## src/rtl/uart_tx_pkg.sv

```systemverilog
package uart_tx_pkg;
    typedef enum logic [2:0] {
        ST_IDLE,
        ST_READY,
        ST_START,
        ST_DATA,
        ST_PARITY,
        ST_STOP
    } tx_state_e;
endpackage

```

## src/rtl/uart_tx_bit_timer.sv

```systemverilog
module uart_tx_bit_timer #(
    parameter int DIV_W = 8,
    parameter int OVS   = 16
) (
    input  logic             clk,
    input  logic             rst_n,
    input  logic             run,
    input  logic [DIV_W-1:0] div_n,
    output logic             bit_end
);
    localparam int CNT_W = DIV_W + $clog2(OVS) + 1;

    logic [CNT_W-1:0] cnt_q;
    logic [CNT_W-1:0] last;

    // last count of a bit: (n + 1) * OVS - 1
    assign last    = (CNT_W'(div_n) + CNT_W'(1)) * CNT_W'(OVS) - CNT_W'(1);
    assign bit_end = run && (cnt_q == last);

    always_ff @(posedge clk or negedge rst_n) begin
        if (!rst_n) begin
            cnt_q <= '0;
        end else if (!run || bit_end) begin
            cnt_q <= '0;
        end else begin
            cnt_q <= cnt_q + CNT_W'(1);
        end
    end

    AST_COUNT_BOUNDED: assert property (@(posedge clk) disable iff (!rst_n)
        (run && $stable(div_n)) |-> (cnt_q <= last)) else $error("bit counter overran");
endmodule

```

## src/rtl/uart_tx_frame.sv

```systemverilog
module uart_tx_frame
    import uart_tx_pkg::*;
#(
    parameter int DIV_W  = 8,
    parameter int OVS    = 16,
    parameter int DATA_W = 9
) (
    input  logic              clk,
    input  logic              rst_n,
    input  logic              tx_en,
    input  logic [DIV_W-1:0]  div_n,
    input  logic              len9,
    input  logic              par_en,
    input  logic              par_odd,
    input  logic              two_stop,
    input  logic              flow_en,
    input  logic              cts,
    input  logic              buf_full,
    input  logic [DATA_W-1:0] buf_data,
    output logic              take,
    output logic              done,
    output logic              txd,
    output logic              idle
);
    localparam int IDX_W = $clog2(DATA_W + 1);

    tx_state_e         state_q, state_d;
    logic [DATA_W-1:0] shreg_q;
    logic [IDX_W-1:0]  idx_q;
    logic [IDX_W-1:0]  last_idx;
    logic              par_q;
    logic              stop2_q;
    logic              bit_end;
    logic              run;
    logic              can_go;
    logic [DATA_W-1:0] masked;
    logic              par_calc;

    assign run      = (state_q == ST_START) || (state_q == ST_DATA) ||
                      (state_q == ST_PARITY) || (state_q == ST_STOP);
    assign can_go   = tx_en && (!flow_en || !cts);
    assign last_idx = len9 ? IDX_W'(DATA_W - 1) : IDX_W'(DATA_W - 2);
    assign masked   = len9 ? buf_data : {1'b0, buf_data[DATA_W-2:0]};
    assign par_calc = (^masked) ^ par_odd;

    uart_tx_bit_timer #(.DIV_W(DIV_W), .OVS(OVS)) u_timer (
        .clk     (clk),
        .rst_n   (rst_n),
        .run     (run),
        .div_n   (div_n),
        .bit_end (bit_end)
    );

    // next state, load and completion strobes
    always_comb begin
        state_d = state_q;
        take    = 1'b0;
        done    = 1'b0;
        unique case (state_q)
            ST_IDLE: begin
                if (tx_en && buf_full) begin
                    take    = 1'b1;
                    state_d = can_go ? ST_START : ST_READY;
                end
            end
            ST_READY: begin
                if (can_go) state_d = ST_START;
            end
            ST_START: begin
                if (bit_end) state_d = ST_DATA;
            end
            ST_DATA: begin
                if (bit_end && idx_q == last_idx) state_d = par_en ? ST_PARITY : ST_STOP;
            end
            ST_PARITY: begin
                if (bit_end) state_d = ST_STOP;
            end
            ST_STOP: begin
                if (bit_end && (!two_stop || stop2_q)) begin
                    if (tx_en && buf_full) begin
                        take    = 1'b1;
                        state_d = can_go ? ST_START : ST_READY;
                    end else begin
                        done    = 1'b1;
                        state_d = ST_IDLE;
                    end
                end
            end
            default: state_d = ST_IDLE;
        endcase
    end

    always_ff @(posedge clk or negedge rst_n) begin
        if (!rst_n) state_q <= ST_IDLE;
        else        state_q <= state_d;
    end

    always_ff @(posedge clk or negedge rst_n) begin
        if (!rst_n) begin
            shreg_q <= '0;
            idx_q   <= '0;
            par_q   <= 1'b0;
            stop2_q <= 1'b0;
        end else if (take) begin
            shreg_q <= buf_data;
            idx_q   <= '0;
            par_q   <= par_calc;
            stop2_q <= 1'b0;
        end else if (bit_end) begin
            if (state_q == ST_DATA) begin
                shreg_q <= shreg_q >> 1;
                idx_q   <= idx_q + IDX_W'(1);
            end
            if (state_q == ST_STOP) stop2_q <= two_stop && !stop2_q;
        end
    end

    // line and status outputs
    always_comb begin
        unique case (state_q)
            ST_START:  txd = 1'b0;
            ST_DATA:   txd = shreg_q[0];
            ST_PARITY: txd = par_q;
            default:   txd = 1'b1;
        endcase
        idle = (state_q == ST_IDLE);
    end

    AST_START_NEEDS_CTS: assert property (@(posedge clk) disable iff (!rst_n)
        (state_q == ST_START && $past(state_q) != ST_START && $past(flow_en)) |-> !$past(cts))
        else $error("frame began while cts high");
    AST_NO_START_DISABLED: assert property (@(posedge clk) disable iff (!rst_n)
        (state_q == ST_IDLE && !tx_en) |=> (state_q == ST_IDLE))
        else $error("left idle while disabled");
    AST_LINE_HIGH_IDLE: assert property (@(posedge clk) disable iff (!rst_n)
        (state_q == ST_IDLE || state_q == ST_READY) |-> txd)
        else $error("line low outside a frame");
endmodule

```

## src/rtl/uart_tx_cts.sv

```systemverilog
module uart_tx_cts #(
    parameter int DIV_W  = 8,
    parameter int OVS    = 16,
    parameter int DATA_W = 9
) (
    input  logic              clk,
    input  logic              rst_n,
    input  logic              tx_en,
    input  logic [DIV_W-1:0]  div_n,
    input  logic              len9,
    input  logic              par_en,
    input  logic              par_odd,
    input  logic              two_stop,
    input  logic              flow_en,
    input  logic              cts,
    input  logic              irq_sel,
    input  logic              wr_en,
    input  logic [DATA_W-1:0] wr_data,
    input  logic              irq_ack,
    output logic              txd,
    output logic              buf_empty,
    output logic              shift_idle,
    output logic              irq
);
    logic              buf_full_q;
    logic [DATA_W-1:0] buf_data_q;
    logic              irq_q;
    logic              take;
    logic              done;
    logic              irq_set;

    uart_tx_frame #(.DIV_W(DIV_W), .OVS(OVS), .DATA_W(DATA_W)) u_frame (
        .clk      (clk),
        .rst_n    (rst_n),
        .tx_en    (tx_en),
        .div_n    (div_n),
        .len9     (len9),
        .par_en   (par_en),
        .par_odd  (par_odd),
        .two_stop (two_stop),
        .flow_en  (flow_en),
        .cts      (cts),
        .buf_full (buf_full_q),
        .buf_data (buf_data_q),
        .take     (take),
        .done     (done),
        .txd      (txd),
        .idle     (shift_idle)
    );

    always_ff @(posedge clk or negedge rst_n) begin
        if (!rst_n) begin
            buf_full_q <= 1'b0;
            buf_data_q <= '0;
        end else if (wr_en && !buf_full_q) begin
            buf_full_q <= 1'b1;
            buf_data_q <= wr_data;
        end else if (take) begin
            buf_full_q <= 1'b0;
        end
    end

    assign irq_set = irq_sel ? done : take;

    always_ff @(posedge clk or negedge rst_n) begin
        if (!rst_n)       irq_q <= 1'b0;
        else if (irq_set) irq_q <= 1'b1;
        else if (irq_ack) irq_q <= 1'b0;
    end

    assign buf_empty = !buf_full_q;
    assign irq       = irq_q;

    AST_FULL_WRITE_DROPPED: assert property (@(posedge clk) disable iff (!rst_n)
        (buf_full_q && !take) |=> (buf_full_q && $stable(buf_data_q)))
        else $error("buffered word changed while full");
    AST_TAKE_NEEDS_WORD: assert property (@(posedge clk) disable iff (!rst_n)
        take |-> buf_full_q) else $error("load from empty buffer");
    AST_IRQ_STICKY: assert property (@(posedge clk) disable iff (!rst_n)
        (irq_q && !irq_ack) |=> irq_q) else $error("irq dropped without ack");
endmodule

```

## config.mk

```make
export PLATFORM = sky130hd
export DESIGN_NAME = uart_tx_cts
export DESIGN_NICKNAME = d
export VERILOG_FILES = /design/src/rtl/uart_tx_pkg.sv /design/src/rtl/uart_tx_bit_timer.sv /design/src/rtl/uart_tx_frame.sv /design/src/rtl/uart_tx_cts.sv
export SDC_FILE = /design/constraint.sdc
export NUM_CORES = 1
export LEC_CHECK = 0
export BUFFER_PORTS_ARGS = -buffer_cell sky130_fd_sc_hd__buf_2
export CAP_MARGIN = 20
export CORE_MARGIN = 5
export CORE_UTILIZATION = 60
export CTS_CLUSTER_SIZE = 40
export DETAILED_ROUTE_END_ITERATION = 8
export PLACE_DENSITY = 0.81
export SLEW_MARGIN = 10
export SYNTH_ARGS = -nofsm -noshare
export SYNTH_HDL_FRONTEND = slang
export SYNTH_HIERARCHICAL = 1
export SYNTH_SLANG_ARGS = --single-unit
```

## constraint.sdc

```tcl
create_clock -name clk -period 6.2 [get_ports clk]
set_clock_uncertainty 0.2 [all_clocks]
set_input_delay 1.55 -clock clk [delete_from_list [all_inputs] [get_ports clk]]
set_output_delay 1.55 -clock clk [all_outputs]
set_load 0.005 [all_outputs]
```

# Yosys cells after proc, flatten, opt, wreduce, memory -nomap -nowiden
# Index checks and enable logic that the tools add are counted.
classes:
  reduce_logical: 29
  addsub: 4
  muxes: 34
  eq_ne: 13
  n_bitwise: 1
ops:
  columns: ["op", "count"]
  rows:
  - ["$mux 9", 4]
  - ["$mux 3", 7]
  - ["$pmux 3 s6", 1]
  - ["$mux 4", 4]
  - ["$mux 1", 14]
  - ["$add 13x1->13 const B", 1]
  - ["$eq 13x13->1", 1]
  - ["$mux 13", 1]
  - ["$sub 13x1->13 const B", 1]
  - ["$ne 2x1->1 const B", 5]
  - ["$reduce_bool 2->1", 5]
  - ["$add 8x1->9 const B", 1]
  - ["$reduce_xor 9->1", 1]
  - ["$logic_and 1x1->1", 7]
  - ["$eq 3x2->1 const B", 2]
  - ["$eq 3x3->1 const B", 2]
  - ["$logic_not 1->1", 6]
  - ["$logic_or 1x1->1", 6]
  - ["$reduce_and 6->1", 1]
  - ["$add 4x1->4 const B", 1]
  - ["$eq 4x4->1", 1]
  - ["$reduce_and 2->1", 2]
  - ["$eq 3x1->1 const B", 1]
  - ["$logic_not 3->1", 1]
  - ["other kinds (5)", 5]
word_totals:
  wordCells: 90
  in_bits: 29
  ff_bits: 42

# Longest topological paths before layout
# Gate-level depths: netlist of the first run.
depth:
  word_depth: 10
  mapped_depth: 14
  mapped_depth_nobuf: 12

# Modules after synthesis
# The synthesis of the first run kept the hierarchy.
modules_own_cells:
  columns: ["mod", "instances", "area_each_um2", "seq_area_each_um2", "cells_per_inst"]
  rows:
  - ["uart_tx_bit_timer", 1, 1442.6, 325.3, 166]
  - ["uart_tx_frame", 1, 1107.3, 450.4, 128]
  - ["uart_tx_cts", 1, 457.9, 275.3, 27]

# Least setup slack after synthesis of the first run
# OpenSTA, ideal clock, no wires.
synth_path:
  path_type: "input -> register"
  start: "input div_n[0]"
  end: "register u_frame.state_q[0]"
  cell_stages: 11
  arrival_ns: 4.207
  setup_ns: 0.122
  slack_ns: 1.672
  path_buffers: 0
  path_cell_list: "ha_1 or4_4 nor2_2 nor3_1 or2_1 a2111oi_4 and3_1 nor3b_1 a2111oi_4 o21ai_1 a32o_1"
synth_between:
  elab_chain_cells: 7
synth_rtl:
  columns: ["element", "line_no", "source"]
  rows:
  - ["start, declared", "uart_tx_cts.sv:9", "input logic [DIV_W-1:0] div_n,"]
  - ["$add 8x1->9 (*)", "uart_tx_bit_timer.sv:17", "assign last = (CNT_W'(div_n) + CNT_W'(1)) * CNT_W'(OVS) - CNT_W'(1);"]
  - ["$sub 13x1->13 (*)", "uart_tx_bit_timer.sv:17", null]
  - ["$eq 13x13->1 (*)", "uart_tx_bit_timer.sv:18", "assign bit_end = run && (cnt_q == last);"]
  - ["$logic_and 1x1->1 (*)", "uart_tx_bit_timer.sv:18", null]
  - ["net u_frame.bit_end", "uart_tx_frame.sv:33", "logic bit_end;"]
  - ["$logic_and 1x1->1, on equally long branches", "uart_tx_frame.sv:73, uart_tx_frame.sv:79", null]
  - ["$ne 2x2->1 (no line) or $ne 2x1->1 (tied branches)", null, null]
  - ["$reduce_and 6->1 (no line) (*)", null, null]
  - ["end signal, assigned", "uart_tx_frame.sv:95", "else state_q <= state_d;"]
  - ["end, declared", "uart_tx_frame.sv:27", "tx_state_e state_q, state_d;"]
# The timed path passes the listed nets; every way through them passes the cells marked *.
# A chain may end at the register's enable or synchronous reset.

# Final worst setup path of the first run
layout_path:
  start: "input div_n[0]"
  end: "register u_frame.shreg_q[2]"
layout_between:
  elab_chain_cells: 9
layout_rtl:
  columns: ["element", "line_no", "source"]
  rows:
  - ["$add 8x1->9 (*)", "uart_tx_bit_timer.sv:17", null]
  - ["$sub 13x1->13 (*)", "uart_tx_bit_timer.sv:17", null]
  - ["$eq 13x13->1 (*)", "uart_tx_bit_timer.sv:18", null]
  - ["$logic_and 1x1->1 (*)", "uart_tx_bit_timer.sv:18", null]
  - ["net u_frame.bit_end", "uart_tx_frame.sv:33", null]
  - ["$logic_and 1x1->1 (*)", "uart_tx_frame.sv:79", "if (bit_end && (!two_stop || stop2_q)) begin"]
  - ["$mux 1 (*)", "uart_tx_frame.sv:79", null]
  - ["$pmux 1 s2 (*)", "uart_tx_frame.sv:59", "unique case (state_q)"]
  - ["net take", "uart_tx_cts.sv:28", "logic take;"]
  - ["$reduce_bool 2->1 (no line)", null, null]
  - ["$reduce_and 2->1 (no line)", null, null]
  - ["end signal, assigned", "uart_tx_frame.sv:105", "shreg_q <= buf_data;"]
  - ["end signal, assigned", "uart_tx_frame.sv:111", "shreg_q <= shreg_q >> 1;"]
  - ["end, declared", "uart_tx_frame.sv:28", "logic [DATA_W-1:0] shreg_q;"]
# Marked as above.

==> qor.txt, run 1 <==
mapped cell area -> 0.003008 mm²
Initial Utilization -> 62.85%
cts repair resizes -> 0
Slew headroom -> 29.78%
Tot GR Track Use -> 20.36%
Synth top area share -> 34.94%
area of the core -> 0.004786 mm²
Die Y -> 80.81 µm
WL per Instance -> 15.03 µm
dpl hpwl -> 4.454 mm
die area -> 0.006529 mm²
Tot Pwr -> 949.9 µW
count of hold-fix buffers inserted at cts -> 0
synth cell count leaders -> nand2_1 (45), dfrtp_1 (42), xnor2_1 (24), nand3_1 (19), nor2_1 (16)
Post-DRT Antenna Nets -> 0
FMAX -> 200.1 MHz
Ant. Diodes -> 0
kind of critical path -> input pin to flip-flop
Top FF cell, synth -> dfrtp_1
YS warnings -> 6
Root Buffer -> clkbuf_8
gpl congestion -> 0.8571
register area share after synthesis -> 34.94%
drt via density -> 5.961
crit-path max cell delay -> 840 ps
PwrDens -> 296.0 mW/mm²
Avg Cell Area, Syn -> 9.370 µm²
Design Area, Final -> 0.003209 mm²
slowest CP cell -> o211ai_1
HP Class -> flip-flop to flip-flop
Synth Register Bits -> 42
DRT Pass-1 Iters -> 4
Layout Nets -> 373
Critical R2R Capture -> u_frame/idx_q[3]$_DFFE_PN0P_
Residual DRC -> 0
CTS tree -> yes
crit path time final -> 4998 ps
worst-skew pair later-pin latency -> 300 ps
Hold Fails Final Rpt -> 0
initial antenna violation count -> 0
maximum number of pins on one net before global-route repair -> 43
Hold Path Cell Cnt -> 2
top-count cell post-synth -> nand2_1
H-Tree Level Count -> 2
leak pwr -> 1.473 nW
P&R area growth vs syn -> 6.697%
transition time at the pin with the least slew margin -> 1049 ps
critical path endpoint category -> flip-flop
largest area contributor in the netlist -> dfrtp_1
vias in the first global route -> 2333
chip width -> 80.81 µm
max_cap viols -> 0
Worst Hold Slack -> 299.2 ps
Hold Crit Start -> u_frame/shreg_q[2]$_DFFE_PN0P_
CTS Buf Count -> 5
Setup WS post-layout -> 1202 ps
port buffer count -> 32
total routed wirelength -> 6.149 mm
Clock Tree Buf Depth -> 2
Post-synth EDFFs -> 0
Cell variety after synth -> 71
Max VDD drop -> 0.3339 mV
Clock transition at path regs -> 80 ps
status -> completed
Hold EP -> u_frame/shreg_q[2]$_DFFE_PN0P_
CP Launch Type -> input pin
clk sinks -> 42
R2R depth -> 9
total gr overflow -> 0
global-route wire length before repair -> 10.63 mm
Syn Inst Count -> 321
row count -> 25
Post-Syn Nets -> 353
RSZ-0062 raised after global routing -> no
DRT iter0 DRCs -> 136
Area contributors post-synth -> dfrtp_1 (35%), xnor2_1 (7.0%), nand2_1 (5.6%)
Post-CTS Setup Bufs -> 0
post-place setup slack -> 957.3 ps
Slew Viols, Final -> 0
Worst R2R Setup Slack -> 2680 ps
placed cell area -> 0.003107 mm²
worst path cell trace -> buf_2 -> ha_1 -> and3_2 -> o2111a_1 -> o211ai_1 -> nand3_1 -> and3_1 -> a31oi_1 -> or2_1 -> inv_2 -> a22oi_1 -> nand2_1
fill count -> 406
CP Max Fanout -> 19
Req. time, crit path -> 6180 ps
IO Pins -> 33
fraction of layout cells with a size suffix above 1 -> 22.22%
Period Utilization, post-route -> 80.61%
via count -> 2438
reg2reg start -> u_frame/u_timer/cnt_q[5]$_DFF_PN0_
Worst EP arrival -> 4980 ps
Final setup viols -> 0
asr flop ratio synth -> 100.0%
setup_tns -> 0 ps
==> where the power goes <==
group	internal [mW]	leakage (nW)	switching (mW)
clock network	0.0895	0.0472	0.0956
logic	0.196	0.912	0.156
registers	0.335	0.514	0.0783
==> metrics by stage <==
step	cells	util, %
after floorplan	321	-
after global placement	400	64.92
after detailed placement	400	64.92
after CTS	408	66.90
after global routing	409	67.06
final	409	67.06
==> worst max path at each step <==
| stage | start | to |
|---|---|---|
| after global routing | div_n[0] | u_frame/idx_q[3]$_DFFE_PN0P_ |
| after CTS | div_n[0] | u_frame/idx_q[3]$_DFFE_PN0P_ |
| after floorplan | div_n[0] | u_frame/state_q[0]$_DFFE_PN0P_ |
| after detailed placement | div_n[0] | u_frame/idx_q[3]$_DFFE_PN0P_ |
| after global placement | div_n[0] | u_frame/idx_q[3]$_DFFE_PN0P_ |
| final | div_n[0] | u_frame/shreg_q[2]$_DFFE_PN0P_ |
==> cell type report <==
cell class / instances / area, µm² / area share (%)
Multi-Input combinational cell: 248 / 1763 / 54.93
Sequential cell: 42 / 1051 / 32.75
Timing Repair Buffer: 35 / 182.7 / 5.692
Tap cell: 67 / 83.83 / 2.612
Clock buffer: 6 / 82.58 / 2.573
Inverter: 9 / 33.78 / 1.053
Clock inverter: 2 / 12.51 / 0.3899
==> cell usage in the layout (no fill, tap or decap), drive strengths merged, types with 2 or more instances in the layout <==
cell,count
nand3b,2
a21oi,7
a211o,3
a32o,2
clkbuf,6
o211ai,2
and4,2
nand4,6
o32ai,4
nand2,47
and2,3
dfrtp,42
nand2b,3
xnor2,24
mux2,9
o22ai,10
or2,3
nor4,3
nor2,17
inv,9
a21boi,3
ha,3
xor2,12
buf,35
a2111oi,3
a221oi,2
a211oi,3
or3,5
nor3,8
o21ai,6
and3,7
nand3,20
a31oi,9
==> logic make-up after synthesis <==
kind of cell / after synthesis / share of synthesized area (%)
DFF: 42 / 34.94
buffers and inverters: 31 / 6.448
and+or+nand+nor: 134 / 23.46
xor gates and xnor gates: 36 / 10.48
adders and majority gates: 3 / 1.248
AOI/OAI and AO/OA: 65 / 18.59
muxes: 10 / 4.825
==> worst max-delay path, delay by kind of cell <==
kind / cells / cell delay [ps]
AOI/OAI and AO/OA: 4 / 1500
adders and majority gates: 1 / 320
buffers and inverters: 2 / 350
and+or+nand+nor: 5 / 1240
==> layer usage <==
layer | track usage [%] | share of wire [%] | vias to the layer above
li1 | - | - | 1199
met4 | 5.236 | 1.0 | 0
met1 | 26.72 | 44 | 1178
met2 | 35.14 | 51 | 54
met5 | 0 | 0 | -
met3 | 3.104 | 4.0 | 7
==> sequential cells by signal (all words and copies together), names as in the netlist <==
register and flops:
u_frame/stop2_q 1, buf_data_q 9, u_frame/shreg_q 9, u_frame/par_q 1, u_frame/state_q 3, u_frame/u_timer/cnt_q 13
irq 1, buf_full_q 1, u_frame/idx_q 4
Note: power is estimated with default switching activity, not from simulation.
==> run 2, diff against run 1 <==
CORE_UTILIZATION = 53   (was 60)
PLACE_DENSITY = 0.76   (was 0.81)
clock period = 4.5 ns   (was 6.2 ns; I/O delays follow)
==> qor.txt, run 2 (synthesis gave the netlist of run 1 again) <==
most flop-heavy register -> u_frame/u_timer/cnt_q
chip width -> 85.34 µm (+5.6%)
Tot GR Track Use -> 17.48% (-2.9 points)
Finished Layout Cells -> 421 (+2.9%)
most frequent cells in the layout -> nand2_1 (45), dfrtp_1 (42), buf_2 (32), xnor2_1 (24), nand3_1 (19)
clk sinks -> 42 (unchanged)
DRT Pass-1 Iters -> 4 (unchanged)
GR Util met2 -> 29.10% (-6.0 points)
total routed wirelength -> 6.145 mm (about the same)
row count -> 27 (+8.0%)
area occupied by registers -> 0.001051 mm² (unchanged)
P_sw -> 466.3 µW (+41%)
fill count -> 483 (+19%)
via count -> 2450 (+0.49%)
transition time at the pin with the least slew margin -> 928.0 ps (-120.7 ps)
Clock Tree Buf Depth -> 2 (unchanged)
critical path endpoint category -> flip-flop
FMAX -> 242.8 MHz
Post-CTS Setup Bufs -> 0 (unchanged)
fraction of layout cells with a size suffix above 1 -> 23.78% (+1.6 points)
Sw Share -> 35.68% (+0.92 points)
Max VDD drop -> 0.3108 mV (-6.9%)
crit path time final -> 4118 ps
WL per Instance -> 14.60 µm (-2.9%)
HP Class -> flip-flop to flip-flop
area of the core -> 0.005507 mm² (+15%)
Root Buffer -> clkbuf_8
global route hottest layer -> met2
slowest CP cell -> or4b_4
commonest non-fill, non-tap cell in the layout -> nand2_1
Setup WS post-layout -> 382.0 ps (-820.4 ps)
initial antenna violation count -> 0 (unchanged)
reg2reg start -> u_frame/u_timer/cnt_q[5]$_DFF_PN0_
Hold EP -> u_frame/shreg_q[2]$_DFFE_PN0P_
Hold Crit Start -> u_frame/shreg_q[3]$_DFFE_PN0P_
RSZ-0062 raised after global routing -> no
post-place setup slack -> 105.4 ps (-851.9 ps)
combinational share of power -> 37.4% (+0.4 points)
# placed instances -> 412 (+3.0%)
Req. time, crit path -> 4490 ps (-1690 ps)
crit-path max cell delay -> 540 ps (-300 ps)
Final setup viols -> 0 (unchanged)
max reg flops -> 13 (unchanged)
CP Max Fanout -> 10 (-9)
Post-DRT Antenna Nets -> 0 (unchanged)
Period Utilization, post-route -> 91.51%
Hold Fails Final Rpt -> 0 (unchanged)
R2R depth -> 9 (unchanged)
status -> completed
CTS tree -> yes
Clock transition at path regs -> 90 ps (about the same)
port buffer count -> 32 (unchanged)
Clock Power Share -> 19.2% (-0.3 points)
placed cell area -> 0.003178 mm² (+2.3%)
Pint -> 840.4 µW (+36%)
routing usage on met3 -> 3.786% (+0.68 points)
biggest regs -> u_frame/u_timer/cnt_q x13, buf_data_q x9, u_frame/shreg_q x9
footprint of the multi-input gates -> 0.001763 mm² (unchanged)
Slew headroom -> 38.13% (+8.4 points)
Tot Pwr -> 1.307 mW (+38%)
Seq pwr share -> 43.4% (about the same)
IO Pins -> 33 (unchanged)
vias in the first global route -> 2335 (+0.086%)
Hold Path Cell Cnt -> 2 (unchanged)
Layout Nets -> 380 (+1.9%)
worst-skew pair later-pin latency -> 300 ps (about the same)
CP Launch Type -> input pin
kind of critical path -> input pin to flip-flop
DRT iter0 DRCs -> 130 (-4.4%)
Worst EP arrival -> 4110 ps (-870 ps)
setup_tns -> 0 ps (unchanged)
Residual DRC -> 0 (unchanged)
PwrDens -> 399.2 mW/mm² (+35%)
P&R area growth vs syn -> 8.819%
max_cap viols -> 0 (unchanged)
worst path cell trace -> buf_2 -> ha_1 -> nand2_4 -> o31a_1 -> or3_1 -> or4b_4 -> nand3_1 -> and3_1 -> nor3b_1 -> a2111oi_4 -> o21ai_1 -> a32o_1
maximum number of pins on one net before global-route repair -> 43 (unchanged)
global-route wire length before repair -> 10.44 mm (-1.8%)
Critical R2R Capture -> u_frame/state_q[2]$_DFFE_PN0P_
total gr overflow -> 0 (unchanged)
CTS Buf Count -> 5 (unchanged)
H-Tree Level Count -> 2 (unchanged)
count of hold-fix buffers inserted at cts -> 0 (unchanged)
Ant. Diodes -> 0 (unchanged)
gpl congestion -> 0.8149 (-4.9%)
M1 GR Usage -> 22.62% (-4.1 points)
Worst R2R Setup Slack -> 1410 ps (-1270 ps)
Die Y -> 85.34 µm (+5.6%)
die area -> 0.007282 mm² (+12%)
Slew Viols, Final -> 0 (unchanged)
leak pwr -> 1.509 nW (+2.4%)
dpl hpwl -> 4.402 mm (-1.1%)
cts repair resizes -> 0 (unchanged)
Design Area, Final -> 0.003273 mm² (+2.0%)
drt via density -> 5.819 (-2.4%)
Initial Utilization -> 54.62% (-8.2 points)
==> run 2: worst max-delay path by stage <==
stage	from	endpoint	slack (ps)	depth (start not counted)
floorplan	div_n[0]	u_frame/state_q[0]$_DFFE_PN0P_	400	11
global placement	div_n[0]	u_frame/state_q[0]$_DFFE_PN0P_	190	12
detailed placement	div_n[0]	u_frame/state_q[2]$_DFFE_PN0P_	110	12
CTS	div_n[0]	u_frame/state_q[2]$_DFFE_PN0P_	430	12
global route	div_n[0]	u_frame/state_q[0]$_DFFE_PN0P_	170	12
finish	div_n[0]	u_frame/state_q[2]$_DFFE_PN0P_	380	12
==> run 2: worst max-delay path, delay by kind of cell <==
family	cells	cell delay [ps]
compound gates	4	980
simple gates	6	1480
fa+ha+maj	1	370
buf+inv	1	160
==> run 2: power by group through the flow <==
stage | combinational, mW | clock, mW | sequential, mW
floorplan | 0.450 | 0 | 0.532
global placement | 0.478 | 0 | 0.573
detailed placement | 0.490 | 0 | 0.573
CTS | 0.494 | 0.257 | 0.567
global route | 0.537 | 0.273 | 0.580
finish | 0.489 | 0.250 | 0.567
==> run 2: final cells by class <==
type / instances / share of cell area (%)
Inverter: 9 / 1.032
Clock buffer: 5 / 2.102
Timing Repair Buffer: 42 / 7.569
Tap cell: 72 / 2.752
Clock inverter: 3 / 0.5734
Sequential cell: 42 / 32.11
Multi-Input combinational cell: 248 / 53.86
==> run 2: per-layer routing <==
layer / routed length (µm) / share of wire (%)
met1: 2876 / 47
met2: 2954 / 48
met3: 216 / 3.5
met4: 97 / 1.6
met5: 0 / 0
==> run 2: stage by stage <==
step / util (%) / hold WS (ps)
6_report: 59.44 / 304.4
4_1_cts: 59.30 / 302.3
2_1_floorplan: - / 255.6
3_3_place_gp: 57.71 / 278.0
3_5_place_dp: 57.71 / 282.6
5_1_grt: 59.44 / 329.4
==> run 3, diff against run 2 <==
SYNTH_HIERARCHICAL = unset   (was 1)
==> qor.txt, run 3 <==
Final setup viols -> 0 (unchanged)
Hold Fails Final Rpt -> 0 (unchanged)
Post-synth EDFFs -> 0 (unchanged)
Residual DRC -> 0 (unchanged)
Post-DRT Antenna Nets -> 0 (unchanged)
final core occ -> 60.63% (+1.2 points)
largest area contributor in the netlist -> dfrtp_1
Cell variety after synth -> 61 (-14%)
max reg flops -> 13 (unchanged)
maximum number of pins on one net before global-route repair -> 43 (unchanged)
register area share after synthesis -> 37.63% (+2.7 points)
Post-CTS Setup Bufs -> 0 (unchanged)
CTS tree -> yes
setup_tns -> 0 ps (unchanged)
Sw Share -> 24.19% (-11 points)
top-count cell post-synth -> dfrtp_1
status -> completed
crit-path max cell delay -> 480 ps (-60 ps)
Post-Syn Nets -> 336 (-4.8%)
Worst EP arrival -> 3950 ps (-160 ps)
WL per Instance -> 13.83 µm (-5.2%)
Tot GR Track Use -> 17.42% (-0.067 points)
total routed wirelength -> 5.505 mm (-10%)
synth cell count leaders -> dfrtp_1 (42), nand2_1 (36), nor2_1 (27), xnor2_1 (24), nand3_1 (18)
clk sinks -> 42 (unchanged)
M1 GR Usage -> 24.11% (+1.5 points)
critical path endpoint category -> flip-flop
Worst R2R Setup Slack -> 1660 ps (+250 ps)
initial antenna violation count -> 0 (unchanged)
total gr overflow -> 0 (unchanged)
global-route wire length before repair -> 9.225 mm (-12%)
vias in the first global route -> 1996 (-15%)
Synth top area share -> 37.63% (+2.7 points)
CTS Buf Count -> 5 (unchanged)
Slew headroom -> 39.48% (+1.4 points)
Seq pwr share -> 45.5% (+2.1 points)
Clock transition at path regs -> 80 ps (about the same)
Clock Power Share -> 40.9% (+22 points)
PwrDens -> 283.6 mW/mm² (-29%)
Period Utilization, post-route -> 87.31% (-4.2 points)
Syn Inst Count -> 302 (-5.9%)
mapped cell area -> 0.002793 mm² (-7.2%)
worst-skew pair later-pin latency -> 300 ps (about the same)
Top FF cell, synth -> dfrtp_1
Pint -> 665.7 µW (-21%)
commonest non-fill, non-tap cell in the layout -> dfrtp_1
port buffer count -> 32 (unchanged)
P&R area growth vs syn -> 10.89%
Root Buffer -> clkbuf_8
kind of critical path -> input pin to flip-flop
Die Y -> 82.59 µm (-3.2%)
IO Pins -> 33 (unchanged)
worst path cell trace -> buf_2 -> ha_1 -> nand3_2 -> o31a_1 -> o22ai_1 -> or3b_4 -> nand2b_1 -> nor4_2 -> a31o_2 -> nand2_1 -> o21ai_1
asr flop ratio synth -> 100.0% (unchanged)
RSZ-0062 raised after global routing -> no
transition time at the pin with the least slew margin -> 907.7 ps (-20.28 ps)
Max VDD drop -> 0.1930 mV (-38%)
Area contributors post-synth -> dfrtp_1 (38%), xnor2_1 (7.5%), nand2_1 (4.8%)
row count -> 26 (-3.7%)
HP Class -> flip-flop to flip-flop
crit path time final -> 3929 ps (-189.0 ps)
DRT Pass-1 Iters -> 4 (unchanged)
global route hottest layer -> met2
CP Max Fanout -> 20 (+10)
biggest regs -> u_frame.u_timer.cnt_q x13, buf_data_q x9, u_frame.shreg_q x9
Avg Cell Area, Syn -> 9.247 µm² (-1.3%)
combinational share of power -> 13.6% (-24 points)
via count -> 2132 (-13%)
cts repair resizes -> 0 (unchanged)
gpl congestion -> 0.8230 (+0.99%)
H-Tree Level Count -> 2 (unchanged)
most frequent cells in the layout -> dfrtp_1 (42), nand2_1 (36), buf_2 (32), nor2_1 (27), xnor2_1 (24)
count of hold-fix buffers inserted at cts -> 0 (unchanged)
dpl hpwl -> 4.082 mm (-7.3%)
drt via density -> 5.357 (-8.0%)
Tot Pwr -> 878.1 µW (-33%)
chip width -> 82.59 µm (-3.2%)
area of the core -> 0.005107 mm² (-7.2%)
most flop-heavy register -> u_frame.u_timer.cnt_q
max_cap viols -> 0 (unchanged)
fraction of layout cells with a size suffix above 1 -> 20.12% (-3.7 points)
Layout Nets -> 361 (-5.0%)
Synth Register Bits -> 42 (unchanged)
Clock Tree Buf Depth -> 2 (unchanged)
Slew Viols, Final -> 0 (unchanged)
DRT iter0 DRCs -> 113 (-13%)
Req. time, crit path -> 4520 ps (+30 ps)
die area -> 0.006821 mm² (-6.3%)
P_sw -> 212.4 µW (-54%)
FMAX -> 254.5 MHz (+4.8%)
CP Launch Type -> input pin
Ant. Diodes -> 0 (unchanged)
slowest CP cell -> a31o_2
leak pwr -> 1.416 nW (-6.1%)
GR Util met2 -> 27.88% (-1.2 points)
routing usage on met3 -> 3.037% (-0.75 points)
Initial Utilization -> 54.68% (+0.055 points)
YS warnings -> 0 (-6)
[run 3: power by group through the flow]
stage	sequential, mW	combinational, mW	clock (mW)
after floorplan	0.403	0.0844	0
after global placement	0.406	0.114	0
after detailed placement	0.407	0.117	0
after CTS	0.399	0.120	0.364
after global routing	0.401	0.132	0.382
final	0.399	0.119	0.360
[run 3: final timing paths]
kind	from	depth (start not counted)	end
setup reg to reg	u_frame.u_timer.cnt_q[7]$_DFF_PN0_	9	u_frame.state_q[0]$_DFFE_PN0P_
setup / recovery	div_n[0]	11	u_frame.shreg_q[5]$_DFFE_PN0P_
min in group asynchronous	rst_n	1	u_frame.u_timer.cnt_q[2]$_DFF_PN0_
hold reg to reg	u_frame.u_timer.cnt_q[0]$_DFF_PN0_	1	u_frame.u_timer.cnt_q[0]$_DFF_PN0_
max in group asynchronous	rst_n	1	u_frame.shreg_q[3]$_DFFE_PN0P_
hold / removal	u_frame.u_timer.cnt_q[0]$_DFF_PN0_	1	u_frame.u_timer.cnt_q[0]$_DFF_PN0_
[run 3: final cells by class]
type | instances | area, µm²
multi-input combinational | 237 | 1623
inverter | 8 | 30.03
clock inverter | 3 | 68.82
fill | 453 | 2011
tap | 70 | 87.58
sequential | 42 | 1051
clock buffer | 5 | 68.82
timing repair buffer | 33 | 167.7
[run 3: kinds of logic after synthesis]
logic type               after synthesis  synth area share, %
buffers and inverters                 23                4.256
multiplexers                          17                6.900
XOR/XNOR                              35                11.25
flip-flops                            42                37.63
AO/OA/AOI/OAI                         51                12.81
AND/OR/NAND/NOR                      129                24.91
adder cells (fa/ha/maj)                5                2.240
[run 3: critical path, delay by kind of cell]
kind / cells / cell delay, ps
AO/OA/AOI/OAI: 4 / 1030
adder cells (fa/ha/maj): 1 / 410
buffers and inverters: 1 / 200
AND/OR/NAND/NOR: 5 / 1180
[run 3: routing by layer]
metal  up-vias  part of all wire, %
li1       1107                    -
met1       997                   48
met2        21                   49
met3         7                  2.1
met4         0                  1.1
met5         -                    0
[run 3: stage by stage]
step | setup WS (ps) | hold slack [ps] | cell area (µm²) | std cells
after floorplan | 867.7 | 225.1 | 2793 | 302
after global placement | 413.0 | 247.1 | 2959 | 390
after detailed placement | 299.3 | 254.8 | 2959 | 390
after CTS | 598.6 | 265.9 | 3097 | 398
after global routing | 374.8 | 296.4 | 3097 | 398
final | 571.0 | 261.7 | 3097 | 398
